--- src/rtl/txep_pkg.sv ---
package txep_pkg;
  // Bit positions decoded by software; order is fixed.
  localparam int unsigned B_NAKTO = 7;
  localparam int unsigned B_CLRTG = 6;
  localparam int unsigned B_STALL = 5;
  localparam int unsigned B_SETUP = 4;
  localparam int unsigned B_FLUSH = 3;
  localparam int unsigned B_ERR   = 2;
  localparam int unsigned B_FNE   = 1;
  localparam int unsigned B_TXRDY = 0;
  localparam int unsigned REG_W   = 8;
endpackage

--- src/rtl/txep_toggle.sv ---
module txep_toggle (
  input  logic clk,
  input  logic rst,
  input  logic clr,
  input  logic flip,
  output logic toggle
);
  always_ff @(posedge clk) begin
    if (rst)       toggle <= 1'b0;
    else if (clr)  toggle <= 1'b0;
    else if (flip) toggle <= ~toggle;
  end
endmodule

--- src/rtl/txep_nak_timer.sv ---
module txep_nak_timer #(
  parameter int unsigned NAK_W = 5
) (
  input  logic             clk,
  input  logic             rst,
  input  logic             is_bulk,
  input  logic [NAK_W-1:0] limit,
  input  logic             nak,
  input  logic             tick,
  input  logic             restart,
  input  logic             timed_out,
  output logic             hit
);
  localparam logic [NAK_W-1:0] CNT_MAX = '1;

  logic             run_q;
  logic [NAK_W-1:0] cnt_q;
  logic             active;
  logic [NAK_W:0]   cnt_inc;

  assign active  = (run_q | nak) & is_bulk & ~timed_out;
  assign cnt_inc = {1'b0, cnt_q} + 1'b1;
  assign hit     = active & tick & (limit != '0) & (cnt_inc >= {1'b0, limit});

  always_ff @(posedge clk) begin
    if (rst || restart) begin
      run_q <= 1'b0;
      cnt_q <= '0;
    end else begin
      if (nak) run_q <= 1'b1;
      if (active && tick && cnt_q != CNT_MAX) cnt_q <= cnt_q + 1'b1;
    end
  end
endmodule

--- src/rtl/txep_err_counter.sv ---
module txep_err_counter #(
  parameter int unsigned ERR_LIMIT = 3
) (
  input  logic clk,
  input  logic rst,
  input  logic err,
  input  logic restart,
  output logic hit
);
  localparam int unsigned CW = $clog2(ERR_LIMIT + 1);
  localparam logic [CW-1:0] LAST = CW'(ERR_LIMIT - 1);

  logic [CW-1:0] cnt_q;

  assign hit = err & (cnt_q == LAST);

  always_ff @(posedge clk) begin
    if (rst || restart || hit) cnt_q <= '0;
    else if (err)              cnt_q <= cnt_q + 1'b1;
  end
endmodule

--- src/rtl/host_txep_ctrl.sv ---
module host_txep_ctrl #(
  parameter int unsigned NAK_W     = 5,
  parameter int unsigned ERR_LIMIT = 3
) (
  input  logic             clk,
  input  logic             rst,
  input  logic             is_bulk,
  input  logic [NAK_W-1:0] nak_limit,
  input  logic             cfg_wr_en,
  input  logic [7:0]       cfg_wr_data,
  output logic [7:0]       cfg_rd_data,
  input  logic             ev_ack,
  input  logic             ev_nak,
  input  logic             ev_stall,
  input  logic             ev_err,
  input  logic             frame_tick,
  input  logic             fifo_occupied,
  output logic             tok_setup,
  output logic             data_toggle,
  output logic             fifo_flush,
  output logic             dma_abort,
  output logic             ep_halted
);
  import txep_pkg::*;

  logic nakto_q, stall_q, setup_q, err_q, fne_q, txrdy_q;
  logic nakto_n, stall_n, setup_n, err_n, txrdy_n;
  logic flush_q, abort_q, halt_q;
  logic txrdy_rise, nak_release, nak_hit, err_hit, tog_clr;

  assign txrdy_rise  = cfg_wr_en & cfg_wr_data[B_TXRDY] & ~txrdy_q;
  assign nak_release = cfg_wr_en & ~cfg_wr_data[B_NAKTO] & nakto_q;
  assign tog_clr     = cfg_wr_en & (cfg_wr_data[B_CLRTG] | cfg_wr_data[B_SETUP]);

  txep_nak_timer #(.NAK_W(NAK_W)) u_nak (
    .clk      (clk),
    .rst      (rst),
    .is_bulk  (is_bulk),
    .limit    (nak_limit),
    .nak      (ev_nak),
    .tick     (frame_tick),
    .restart  (ev_ack | txrdy_rise | nak_release),
    .timed_out(nakto_q),
    .hit      (nak_hit)
  );

  txep_err_counter #(.ERR_LIMIT(ERR_LIMIT)) u_err (
    .clk    (clk),
    .rst    (rst),
    .err    (ev_err),
    .restart(ev_ack | txrdy_rise),
    .hit    (err_hit)
  );

  txep_toggle u_tog (
    .clk   (clk),
    .rst   (rst),
    .clr   (tog_clr),
    .flip  (ev_ack),
    .toggle(data_toggle)
  );

  // Event-driven sets win over a software write in the same cycle.
  always_comb begin
    nakto_n = cfg_wr_en ? cfg_wr_data[B_NAKTO] : nakto_q;
    if (nak_hit) nakto_n = 1'b1;

    stall_n = cfg_wr_en ? cfg_wr_data[B_STALL] : stall_q;
    if (ev_stall) stall_n = 1'b1;

    err_n = cfg_wr_en ? cfg_wr_data[B_ERR] : err_q;
    if (err_hit) err_n = 1'b1;

    setup_n = cfg_wr_en ? cfg_wr_data[B_SETUP] : setup_q;
    if (ev_ack) setup_n = 1'b0;

    txrdy_n = cfg_wr_en ? cfg_wr_data[B_TXRDY] : txrdy_q;
    if (ev_ack || ev_stall || err_hit) txrdy_n = 1'b0;
  end

  always_ff @(posedge clk) begin
    if (rst) begin
      nakto_q <= 1'b0;
      stall_q <= 1'b0;
      setup_q <= 1'b0;
      err_q   <= 1'b0;
      fne_q   <= 1'b0;
      txrdy_q <= 1'b0;
      flush_q <= 1'b0;
      abort_q <= 1'b0;
      halt_q  <= 1'b0;
    end else begin
      nakto_q <= nakto_n;
      stall_q <= stall_n;
      setup_q <= setup_n;
      err_q   <= err_n;
      fne_q   <= fifo_occupied;
      txrdy_q <= txrdy_n;
      flush_q <= ev_stall | (cfg_wr_en & cfg_wr_data[B_FLUSH]);
      abort_q <= ev_stall;
      halt_q  <= nakto_n | stall_n;
    end
  end

  always_comb begin
    cfg_rd_data          = '0;
    cfg_rd_data[B_NAKTO] = nakto_q;
    cfg_rd_data[B_STALL] = stall_q;
    cfg_rd_data[B_SETUP] = setup_q;
    cfg_rd_data[B_ERR]   = err_q;
    cfg_rd_data[B_FNE]   = fne_q;
    cfg_rd_data[B_TXRDY] = txrdy_q;
  end

  assign tok_setup  = setup_q;
  assign fifo_flush = flush_q;
  assign dma_abort  = abort_q;
  assign ep_halted  = halt_q;
endmodule

--- config.mk ---
export PLATFORM = sky130hd
export DESIGN_NAME = host_txep_ctrl
export DESIGN_NICKNAME = d
export VERILOG_FILES = /design/src/rtl/txep_pkg.sv /design/src/rtl/txep_toggle.sv /design/src/rtl/txep_nak_timer.sv /design/src/rtl/txep_err_counter.sv /design/src/rtl/host_txep_ctrl.sv
export SDC_FILE = /design/constraint.sdc
export NUM_CORES = 1
export LEC_CHECK = 0
export ABC_AREA = 1
export BUFFER_PORTS_ARGS = -buffer_cell sky130_fd_sc_hd__buf_2
export CORE_AREA = 5 5 51 53
export DETAILED_ROUTE_END_ITERATION = 7
export DIE_AREA = 0 0 56 58
export PLACE_DENSITY = 0.76
export SYNTH_ARGS = -nofsm -noshare
export SYNTH_HDL_FRONTEND = slang
export SYNTH_SLANG_ARGS = --single-unit
--- constraint.sdc ---
create_clock -name clk -period 4.1 [get_ports clk]
set_input_delay 0.205 -clock clk [delete_from_list [all_inputs] [get_ports clk]]
set_output_delay 0.205 -clock clk [all_outputs]
set_load 0.02 [all_outputs]
==> summary.txt <==
Global route
  – Vias in the first global route: 908
  – First-pass GRT wire length: 3.44 mm
  – Initial antenna violation count: 0
  – Busiest grt layer: met2
  – Gr usage total: 12.8%
  – Grt met1 use: 12.8%
  – M2 GR Usage: 24.9%
  – Total gr overflow: 0
  – Met3 global-route usage: 4.45%
  – Pin count of the biggest net entering global routing: 11

Timing
  – Fin crit period: 1.97 ns
  – Clk_skew: approximately 0.0049 ns
  – Final period util: 47.9%
  – Finish-stage setup viols: 0
  – Post-route setup slack: 2.13 ns
  – Max Clock Freq: 509 MHz
  – Final Hold Viols: 0
  – Total Neg Setup Slack: 0 ns
  – RSZ-0062 raised after global routing: no
  – Max-slew violations: 0

Clock network
  – CTS tree: built
  – Hold_buf cts: 0
  – CTS root buf: clkbuf_4
  – CTS Buf Count: 3
  – Post-CTS Resized: 0
  – Post-CTS Setup Repair Bufs: 0
  – H-tree levels: 1
  – Clk_lat worst skew: 0.29 ns
  – Sink Count: 18
  – CTS Buffer Depth: 2
  – Clk slew on worst S/H paths: 0.11 ns

Synth
  – Average size of a mapped cell: 7.39 um^2
  – Main combinational cell family by area after synthesis: simple AND/OR/NAND/NOR gates
  – Synth warn: 0
  – Register bit count reported by yosys: 18
  – Largest area contributor in the netlist: dfxtp_1
  – Sequential area share after synthesis: 35.6%
  – Synth top area share: 35.6%
  – Distinct cells, synth: 25
  – Mux cell area share after synthesis: 0%
  – Compound-cell area share of the yosys netlist: 10.1%
  – Adder-Cell Fraction of Synth Area: 9.89%
  – Synth Instances: 137
  – Xor/xnor share of the synthesized area: 1.73%
  – Synthesized area: about 1000 um^2
  – Top cells by area, synth: dfxtp_1 (36%), nand2_1 (10%), ha_1 (9.9%), inv_1 (7.0%), nor2_1 (7.0%)
  – Simple-gate portion of the synthesized area: between 20 and 30%

Drt
  – Residual DRC: 0
  – WL final: 2.01 mm
  – Starting DRT DRC Count: 4
  – DR pass1 iterations: 3
  – Total number of vias: 908
  – Post-route ant nets: 0
  – WL per Instance: between 10 and 15 um
  – Via-to-Cell Ratio: 4.70

Placed design
  – Port Buffer Count: 32
  – Gpl congestion: 0.818
  – Worst slack, placed: 2.15 ns
  – Detailed Place HPWL: 1.75 mm

Power and ir drop
  – Peak VDD IR: 247 uV
  – Power per Cell Area: 302 nW/um^2
  – Total Power: about 350 uW
  – Leakage power figure: 0.631 nW

Setup path
  – Req. time, crit path: 4.29 ns
  – CP Data Arrival Time: 2.16 ns
  – FF-to-FF setup slack: approximately 2.1 ns
  – Worst setup EP type: flip-flop
  – RR Startpoint: u_nak.cnt_q[0]
  – CP Max Fanout: 5
  – Reg2Reg Capture Point: ep_halted
  – R2R depth: 13
  – Critical path class: flip-flop to flip-flop
  – Setup crit start kind: flip-flop

Floorplanning
  – Height of the die: 58 um
  – Core area: roughly 2100 um^2
  – Die width: 56 um
  – Die area: 3250 um^2
  – Initial Utilization: 48.1%
  – Rows: 17
  – # IOs: 36

Layout
  – NumNets Final: 197
  – Antenna Cells: 0
  – Post-Route Utilization: 55.9%
  – Fillers: 208
  – Most common cell after layout, fill and taps aside: buf_2
  – Most frequent cells in the layout: buf_2 (32), nand2_1 (28), inv_1 (19), nor2_1 (19), dfxtp_1 (18)
  – Layout cells sized above 1: between 20 and 30%
  – Area growth syn-to-layout: 16.2%

Min path
  – HP Start: ev_stall
  – Worst Hold Depth: 2
  – Class of the tightest hold or removal check: input port to flip-flop
  – Worst Hold End: txrdy_q

Flow run
  – Max Cap Viol: 0

Status
  – Outcome: completed
stage by stage:
step / hold WS, ns / std cells / cell area, um^2
5_1_grt: 0.0963 / 193 / 1180
3_5_place_dp: 0.393 / 189 / 1140
4_1_cts: 0.0787 / 193 / 1180
6_report: 0.0855 / 193 / 1180
2_1_floorplan: 0.274 / 138 / 1020
3_3_place_gp: 0.404 / 189 / 1140
critical path, cell delays in order, from the launching register on:
cell and delay [ns]:
dfxtp_1 0.41, ha_1 0.21, nand2_1 0.07, nor2_1 0.12, ha_1 0.27, ha_1 0.30, nand2_1 0.07, nand2_1 0.05
nor2_1 0.09, nand2_1 0.05, nand2_1 0.07, nand2_1 0.05, nand2_1 0.07, nand2_1 0.05
logic make-up (layout without fill, tap and decap cells):
logic type,Yosys count,in the layout
AND/OR/NAND/NOR,62,62
buffers and inverters,29,56
flip-flops,18,18
AO/OA/AOI/OAI,17,17
adder cells (fa/ha/maj),8,8
XOR/XNOR,2,2
other,1,2
report_power, final:
group	internal, mW	total, mW	switching (mW)
sequential	0.183	0.186	0.00359
clock	0.0540	0.108	0.0540
combinational	0.0237	0.0605	0.0368
total	0.260	0.355	0.0945
area by class of cell:
class | count | area [um^2] | share of cell area, %
Multi-Input combinational cell | 91 | 507 | 43.1
Sequential cell | 18 | 360 | 30.6
Timing Repair Buffer | 32 | 160 | 13.6
Inverter | 20 | 77.6 | 6.60
Clock buffer | 4 | 36.3 | 3.09
Tap cell | 28 | 35.0 | 2.98
cells in the mapped netlist:
cell and instances:
a21oi_1 6, nor2_2 1, nand2_2 1, xor2_1 2, buf_4 8, o21ai_1 2
o21ai_2 2, nand2_1 28, or2_2 1, ha_1 8, nor2_1 19, inv_1 19
and3_1 1, dfxtp_1 18, inv_4 1, o21ai_0 4, nand3_1 4, buf_6 1
or2_4 1, nor2_4 3, conb_1 1, o211a_1 1, a21oi_2 1, nor3_1 3
a31oi_1 1
worst max path at each step:
stage | from | endpoint | slack [ns] | cells past startpoint
floorplan | u_nak.cnt_q[0] | ep_halted | 2.36 | 12
finish | u_nak.cnt_q[0] | ep_halted | 2.13 | 13
global route | u_nak.cnt_q[0] | ep_halted | 1.88 | 13
detailed placement | u_nak.cnt_q[0] | ep_halted | 2.15 | 13
global placement | u_nak.cnt_q[0] | ep_halted | 2.24 | 12
CTS | u_nak.cnt_q[0] | ep_halted | 2.12 | 13
metal layers:
metal | wire, um | vias up
met5 | 0 | -
met4 | 17 | 0
met3 | 178 | 4
met2 | 1010 | 29
met1 | 806 | 400
li1 | - | 475
registers in the layout, indices dropped and copies added (netlist names):
name / flops
dma_abort: 1
ep_halted: 1
err_q: 1
fifo_flush: 1
fne_q: 1
nakto_q: 1
stall_q: 1
tok_setup: 1
txrdy_q: 1
u_err.cnt_q: 2
u_nak.cnt_q: 5
u_nak.run_q: 1
u_tog.toggle: 1
Note: power is estimated with default switching activity, not from simulation.
